==> src/rtl/st_data_fwd.sv <==
module st_data_fwd #(
  parameter int XLEN  = 32,
  parameter int NREGS = 32,
  localparam int AW   = $clog2(NREGS)
) (
  input  logic            clk,
  input  logic            rst_n,
  input  logic            m1_store,
  input  logic [AW-1:0]   m1_rs2,
  input  logic [XLEN-1:0] m1_rs2_val,
  input  logic            mm_wen,
  input  logic [AW-1:0]   mm_rd,
  input  logic            mm_is_load,
  input  logic [XLEN-1:0] mm_result,
  input  logic            mr_wen,
  input  logic [AW-1:0]   mr_rd,
  input  logic [XLEN-1:0] mr_value,
  output logic [XLEN-1:0] st_wdata,
  output logic [1:0]      st_sel,
  output logic            st_conflict,
  output logic            mem_we,
  output logic [XLEN-1:0] mem_wdata
);

  logic mm_match, mm_fwd, mr_fwd, capture;

  assign mm_match = mm_wen && (mm_rd == m1_rs2) && (mm_rd != '0);
  assign mm_fwd   = mm_match && !mm_is_load;
  assign mr_fwd   = mr_wen && (mr_rd == m1_rs2) && (mr_rd != '0);

  assign st_sel   = mm_fwd ? 2'b01 : (mr_fwd ? 2'b10 : 2'b00);

  always_comb begin
    case (st_sel)
      2'b01:   st_wdata = mm_result;
      2'b10:   st_wdata = mr_value;
      default: st_wdata = m1_rs2_val;
    endcase
  end

  assign st_conflict = m1_store && mm_match && mm_is_load;
  assign capture     = m1_store && !st_conflict;

  always_ff @(posedge clk) begin
    if (!rst_n) begin
      mem_we    <= 1'b0;
      mem_wdata <= '0;
    end else begin
      mem_we <= capture;
      if (capture) mem_wdata <= st_wdata;
    end
  end

endmodule

==> config.mk <==
export PLATFORM = sky130hd
export DESIGN_NAME = st_data_fwd
export DESIGN_NICKNAME = d
export VERILOG_FILES = /design/src/rtl/st_data_fwd.sv
export SDC_FILE = /design/constraint.sdc
export NUM_CORES = 1
export LEC_CHECK = 0
export CAP_MARGIN = 30
export CORE_ASPECT_RATIO = 1.25
export CORE_MARGIN = 1.5
export CORE_UTILIZATION = 30
export DETAILED_ROUTE_END_ITERATION = 8
export MAX_ROUTING_LAYER = met4
export PLACE_DENSITY = 0.78
export SLEW_MARGIN = 20
export SYNTH_ARGS = -nofsm -noshare
export SYNTH_HDL_FRONTEND = slang
export SYNTH_SLANG_ARGS = --single-unit
==> constraint.sdc <==
create_clock -name clk -period 2.9 [get_ports clk]
set_input_delay 0.87 -clock clk [delete_from_list [all_inputs] [get_ports clk]]
set_output_delay 0.87 -clock clk [all_outputs]
set_load 0.02 [all_outputs]
* Word level (Yosys, flattened, before mapping) *
Cells that the tools add are included.

storage, ports and cells
  word-level logic and storage cells = 21
  register bits after elaboration = 33
  output and inout bits = 68

cells by class
  reductions and logical operators = 12
  eq/ne operators = 4
  mux-type cells = 3

operator list
  kind                  count
  $pmux W32 S2          1
  $eq A5 B5 Y1          2
  $reduce_bool A5 Y1    2
  $logic_and A1 B1 Y1   8
  $mux W2               2
  $eq A2 B1 Y1 const B  1
  $eq A2 B2 Y1 const B  1
  $logic_not A1 Y1      2

* Longest topological paths before layout *
  depth after elaboration = 7
  depth in mapped cells = 7
  depth with buffers taken out = 6

* Worst setup path after synthesis *
Ideal clock, no wire load.

  path type = input-to-output
  start point = input mm_rd[0]
  end point = output st_wdata[20]
  path buffers = 2
  arrival = 2.230 ns
  path slack = -0.200 ns
  required time = 2.030 ns
  cell stages on the path = 7
  path through = nor4_2 -> o21ai_2 -> nand3_2 -> buf_2 -> clkbuf_1 -> nor2_1 -> a21oi_1

between the ends
  word-level cells in the longest chain between the ends = 7

ends and longest elaborated chain
  what                                                 line  source
  from (decl)                                          12    input logic [AW-1:0] mm_rd,
  $eq A5 B5 Y1                                         27    assign mm_match = mm_wen && (mm_rd == m1_rs2) && (mm_rd != '0);
  $logic_and A1 B1 Y1                                  27
  $logic_and A1 B1 Y1 *                                27
  $logic_and A1 B1 Y1 *                                28    assign mm_fwd = mm_match && !mm_is_load;
  $mux W2 *                                            31    assign st_sel = mm_fwd ? 2'b01 : (mr_fwd ? 2'b10 : 2'b00);
  $eq A2 B2 Y1 / $eq A2 B1 Y1 (equally long branches)  34    case (st_sel)
  $pmux W32 S2 *                                       34
  to (decl)                                            18    output logic [XLEN-1:0] st_wdata,

Every way passes the cells marked *; elsewhere a longest branch is shown, timed or not.

* Worst setup path in the final report *
  start point = input mr_rd[2]
  end point = output st_wdata[1]

between the ends
  word-level cells in the longest chain between the ends = 7

ends and longest elaborated chain
  what                                                 line  source
  from (decl)                                          16    input logic [AW-1:0] mr_rd,
  $eq A5 B5 Y1                                         29    assign mr_fwd = mr_wen && (mr_rd == m1_rs2) && (mr_rd != '0);
  $logic_and A1 B1 Y1                                  29
  $logic_and A1 B1 Y1 *                                29
  $mux W2 * (2 in series)                              31
  $eq A2 B2 Y1 / $eq A2 B1 Y1 (equally long branches)  34
  $pmux W32 S2 *                                       34

Marks and branches as above.

==> report_table.html <==
<table>
<tr><th>Metric</th><th>Value</th></tr>
<tr><th colspan="2">Timing</th></tr>
<tr><td>Final setup margin</td><td>-444 ps</td></tr>
<tr><td>Worst rel slew slack</td><td>57.0%</td></tr>
<tr><td>Final Skew</td><td>0 ps</td></tr>
<tr><td>Worst hold slack across all endpoints</td><td>525 ps</td></tr>
<tr><td>FMAX</td><td>299 MHz</td></tr>
<tr><td>Unrepaired setup endpoints after global routing</td><td>true</td></tr>
<tr><td>Final Hold Violating Endpoints</td><td>0</td></tr>
<tr><td>Final max-slew violation count</td><td>0</td></tr>
<tr><td>Final critical path time including I/O delays and setup</td><td>3340 ps</td></tr>
<tr><td>Fin crit share</td><td>115%</td></tr>
<tr><td>Transition at the pin with the smallest max-transition slack</td><td>645 ps</td></tr>
<tr><td>Accumulated negative setup slack</td><td>-11300 ps</td></tr>
<tr><td>Setup-failing EPs final</td><td>34</td></tr>
<tr><th colspan="2">Global routing</th></tr>
<tr><td>Met1 routing resource usage after global routing</td><td>29.4%</td></tr>
<tr><td>Number of global-route vias before repair</td><td>3575</td></tr>
<tr><td>Met2 GRT Util</td><td>54.1%</td></tr>
<tr><td>Pin count of the biggest net entering global routing</td><td>36</td></tr>
<tr><td>Global-route congestion overflow total</td><td>0</td></tr>
<tr><td>Global-route met3 utilization</td><td>5.69%</td></tr>
<tr><td>Antenna violations before repair</td><td>0</td></tr>
<tr><td>Peak-usage layer in the global routing report</td><td>met2</td></tr>
<tr><td>Total Routing Usage GR</td><td>29.2%</td></tr>
<tr><td>Wire length of the first global-routing pass</td><td>17600 µm</td></tr>
<tr><th colspan="2">CTS</th></tr>
<tr><td>TritonCTS clock tree</td><td>yes</td></tr>
<tr><td>Register clock-pin slew on the reported worst setup and hold paths</td><td>70 ps</td></tr>
<tr><td>Root Buffer Master</td><td>sky130_fd_sc_hd__clkbuf_8</td></tr>
<tr><td>Longest Clk Path Bufs</td><td>2</td></tr>
<tr><td>Number of buffers inserted during clock tree synthesis</td><td>5</td></tr>
<tr><td>Number of hold buffers added after CTS</td><td>0</td></tr>
<tr><td>Depth of the CTS H-tree</td><td>2</td></tr>
<tr><td>Skew-Pair Late Insertion Delay</td><td>about 290 ps</td></tr>
<tr><td>Number of sinks driven by the clock tree</td><td>33</td></tr>
<tr><th colspan="2">Yosys</th></tr>
<tr><td>Post-Synthesis Cells</td><td>approximately 290</td></tr>
<tr><td>YS warnings</td><td>0</td></tr>
<tr><td>Sequential fraction of the synthesis area</td><td>29.4%</td></tr>
<tr><td>Flops &amp; latches, synth</td><td>33</td></tr>
<tr><td>Nets in the synthesized netlist</td><td>a little over 400</td></tr>
<tr><td>Post-Synthesis Cell Area</td><td>2250 µm²</td></tr>
<tr><td>Mean instance size in the synthesized netlist</td><td>7.86 µm²</td></tr>
<tr><td>Synth unique cells</td><td>27</td></tr>
<tr><th colspan="2">Power</th></tr>
<tr><td>Peak supply drop</td><td>around 0.19 mV</td></tr>
<tr><td>Clk network pwr share</td><td>a little over a fifth</td></tr>
<tr><td>Power dissipated by switching net loads</td><td>515 µW</td></tr>
<tr><td>Overall Power</td><td>1.59 mW</td></tr>
<tr><td>Int Pwr</td><td>1.07 mW</td></tr>
<tr><td>Switch share</td><td>32.4%</td></tr>
<tr><td>Combinational share of power</td><td>46.8%</td></tr>
<tr><td>Sequential Power Share</td><td>a little under a third</td></tr>
<tr><td>Power per cell area</td><td>266 nW/µm²</td></tr>
<tr><td>P_leak</td><td>around 2.2 nW</td></tr>
<tr><th colspan="2">Floorplanning</th></tr>
<tr><td>Die height</td><td>around 100 µm</td></tr>
<tr><td>Number of standard-cell rows in the floorplan</td><td>35</td></tr>
<tr><td>Starting density of the core</td><td>30.7%</td></tr>
<tr><td>Std-Cell Core Area</td><td>7310 µm²</td></tr>
<tr><td>Number of top-level design ports</td><td>185</td></tr>
<tr><td>Die X</td><td>80.4 µm</td></tr>
<tr><td>Full die area</td><td>8020 µm²</td></tr>
<tr><th colspan="2">Critical path</th></tr>
<tr><td>Reg-to-reg slack, setup</td><td>2180 ps</td></tr>
<tr><td>Worst R2R Start</td><td>mem_wdata[27]</td></tr>
<tr><td>Critical path class</td><td>input pin to primary output</td></tr>
<tr><td>Kind of end point of the critical path</td><td>primary output</td></tr>
<tr><td>Category of the worst setup path launch point</td><td>input pin</td></tr>
<tr><td>Number of cells on the worst reg-to-reg path</td><td>2</td></tr>
<tr><td>Critical path data arrival time</td><td>2470 ps</td></tr>
<tr><td>End of the worst register-to-register path</td><td>mem_wdata[27]</td></tr>
<tr><td>Required time worst endpoint</td><td>2030 ps</td></tr>
<tr><td>Worst-path maximum fanout</td><td>5</td></tr>
<tr><th colspan="2">Routing</th></tr>
<tr><td>Average via count per standard cell</td><td>5.47</td></tr>
<tr><td>Number of DRC violations after detailed routing</td><td>0</td></tr>
<tr><td>Routed length per placed instance</td><td>~19 µm</td></tr>
<tr><td>Post-detailed-routing wire length</td><td>12300 µm</td></tr>
<tr><td>Number of vias in the routed layout</td><td>3520</td></tr>
<tr><td>Router iterations before antenna repair</td><td>4</td></tr>
<tr><td>Drt first-iter violations</td><td>131</td></tr>
<tr><td>Count of antenna-violating nets left after detailed routing</td><td>0</td></tr>
<tr><th colspan="2">Min path</th></tr>
<tr><td>Hold worst-path end</td><td>mem_wdata[23]</td></tr>
<tr><td>Worst hold-check path type</td><td>flop to flop</td></tr>
<tr><td>Hold Path Depth</td><td>2</td></tr>
<tr><td>Hold path startpoint</td><td>mem_wdata[23]</td></tr>
<tr><th colspan="2">Run status</th></tr>
<tr><td>Violated checks</td><td>setup timing</td></tr>
<tr><td>Status</td><td>finished, violations left</td></tr>
<tr><th colspan="2">Flow run</th></tr>
<tr><td>Max-cap check violation count</td><td>0</td></tr>
<tr><th colspan="2">Placed design</th></tr>
<tr><td>RD Place Congestion</td><td>between 0.9 and 1</td></tr>
<tr><td>Port-buffer cells</td><td>184</td></tr>
<tr><td>Instance area after placement</td><td>about 4900 µm²</td></tr>
<tr><td>Estimated wirelength of the detail-placed design</td><td>between 7000 and 8000 µm</td></tr>
<tr><td>Placed cells</td><td>593</td></tr>
<tr><th colspan="2">Final layout</th></tr>
<tr><td>Area used by multi-input combinational logic</td><td>2160 µm²</td></tr>
<tr><td>Filler cell count</td><td>about 430</td></tr>
<tr><td>NumNets Final</td><td>668</td></tr>
<tr><td>Share of final-layout standard cells stronger than drive strength 1</td><td>about 47%</td></tr>
<tr><td>Layout area overhead</td><td>165%</td></tr>
<tr><td>Filler-free cell count of the finished design</td><td>644</td></tr>
<tr><td>ANT cells</td><td>0</td></tr>
<tr><td>Sequential cell area in the final layout</td><td>661 µm²</td></tr>
<tr><td>Final Instance Area</td><td>5960 µm²</td></tr>
</table>
==> cells in the mapped netlist <==
cell                       instances  area (µm²)
sky130_fd_sc_hd__nand3_1           2        10.0
sky130_fd_sc_hd__inv_2             1        3.75
sky130_fd_sc_hd__a21oi_1          32         160
sky130_fd_sc_hd__mux2i_1          32         320
sky130_fd_sc_hd__a41oi_2           1        16.3
sky130_fd_sc_hd__nand4_1          33         206
sky130_fd_sc_hd__nor4_2            1        12.5
sky130_fd_sc_hd__xnor2_1           6        52.6
sky130_fd_sc_hd__inv_1             1        3.75
sky130_fd_sc_hd__nor3_1            1        5.00
sky130_fd_sc_hd__dfxtp_1          33         661
sky130_fd_sc_hd__buf_6             3        33.8
sky130_fd_sc_hd__o221ai_1         32         280
sky130_fd_sc_hd__clkbuf_1         16        60.1
sky130_fd_sc_hd__nand2_1          35         131
sky130_fd_sc_hd__and2_1            2        12.5
sky130_fd_sc_hd__nand3_2           1        10.0
sky130_fd_sc_hd__buf_1             3        11.3
sky130_fd_sc_hd__or2_0             1        6.26
sky130_fd_sc_hd__o21ai_2           1        8.76
sky130_fd_sc_hd__buf_2             7        35.0
sky130_fd_sc_hd__nor2_1           35         131
sky130_fd_sc_hd__a211oi_4          1        20.0
sky130_fd_sc_hd__o41ai_2           1        16.3
sky130_fd_sc_hd__buf_4             2        15.0
sky130_fd_sc_hd__xor2_1            2        17.5
sky130_fd_sc_hd__and3_1            1        6.26
==> stage by stage <==
| step | utilization, % | setup slack, ps |
|---|---|---|
| finish | 81.6 | -444 |
| global route | 81.6 | -489 |
| CTS | 77.7 | -558 |
| detailed placement | 66.4 | -1270 |
| global placement | 66.4 | -1190 |
| floorplan | - | -88.9 |
==> registers in the layout (all words and copies together) (netlist names) <==
| signal | cells |
|---|---|
| mem_wdata | 32 |
| mem_we | 1 |
==> area by class of cell <==
cell class	instances	share of cell area (%)
sequential	33	11.1
timing repair buffer	289	49.1
tap	92	1.93
multi-input combinational	220	36.3
clock buffer	6	1.22
clock inverter	2	0.168
inverter	2	0.210
==> cells in the final DEF, fill, tap and decap left out, drive strengths merged, types with 2 or more instances in the layout <==
cell type	count
o221ai	32
xnor2	6
dfxtp	33
and2	2
clkbuf	8
inv	2
nand3	3
mux2i	32
nand4	33
nor2	35
a21oi	32
xor2	2
buf	154
dlygate4sd2	3
nand2	35
clkdlybuf4s50	130
clkinv	2
==> power by group through the flow <==
| stage | clock network [mW] | registers (mW) | logic [mW] |
|---|---|---|---|
| floorplan | 0 | 0.543 | 0.193 |
| global placement | 0 | 0.506 | 0.610 |
| detailed placement | 0 | 0.508 | 0.620 |
| CTS | 0.349 | 0.498 | 0.688 |
| global route | 0.373 | 0.501 | 0.778 |
| finish | 0.346 | 0.499 | 0.744 |
==> worst max path at each step <==
stage | endpoint | slack, ps | startpoint | cells after the start
final | st_wdata[1] | -440 | mr_rd[2] | 10
after global routing | st_wdata[1] | -490 | mr_rd[2] | 10
after global placement | st_wdata[31] | -1190 | m1_rs2[1] | 8
after floorplan | st_wdata[27] | -90 | m1_rs2[1] | 6
after CTS | st_wdata[28] | -560 | mr_rd[3] | 11
after detailed placement | st_wdata[20] | -1270 | m1_rs2[1] | 8
==> routing by layer <==
| metal | vias to the layer above | wire length, µm |
|---|---|---|
| met1 | 1709 | 4490 |
| met3 | 46 | 558 |
| met4 | 0 | 504 |
| met5 | - | 0 |
| met2 | 158 | 6790 |
| li1 | 1607 | - |
==> cells by family after synthesis <==
logic type	Yosys count	share of synthesized area, %
and+or+nand+nor	112	23.7
AOI/OAI and AO/OA	68	22.3
DFF	33	29.4
buffers and inverters	33	7.24
muxes	32	14.3
xor gates and xnor gates	8	3.12
==> timing repair <==
action | CTS | global route
setup endpoints to repair | 35 | 35
pin swaps | 24 | 26
setup buffers | 22 | 22
gates resized for setup | 336 | 54
gates cloned | 6 | 1
==> critical path: stages <==
cell and delay [ps]:
sky130_fd_sc_hd__buf_12 110, sky130_fd_sc_hd__xnor2_4 140, sky130_fd_sc_hd__nand2_2 90, sky130_fd_sc_hd__a211oi_4 310, sky130_fd_sc_hd__buf_6 180, sky130_fd_sc_hd__buf_12 120, sky130_fd_sc_hd__buf_16 150, sky130_fd_sc_hd__mux2i_4 250
sky130_fd_sc_hd__a21oi_2 70, sky130_fd_sc_hd__buf_4 160
No activity file was read; power rests on OpenSTA's default activity.
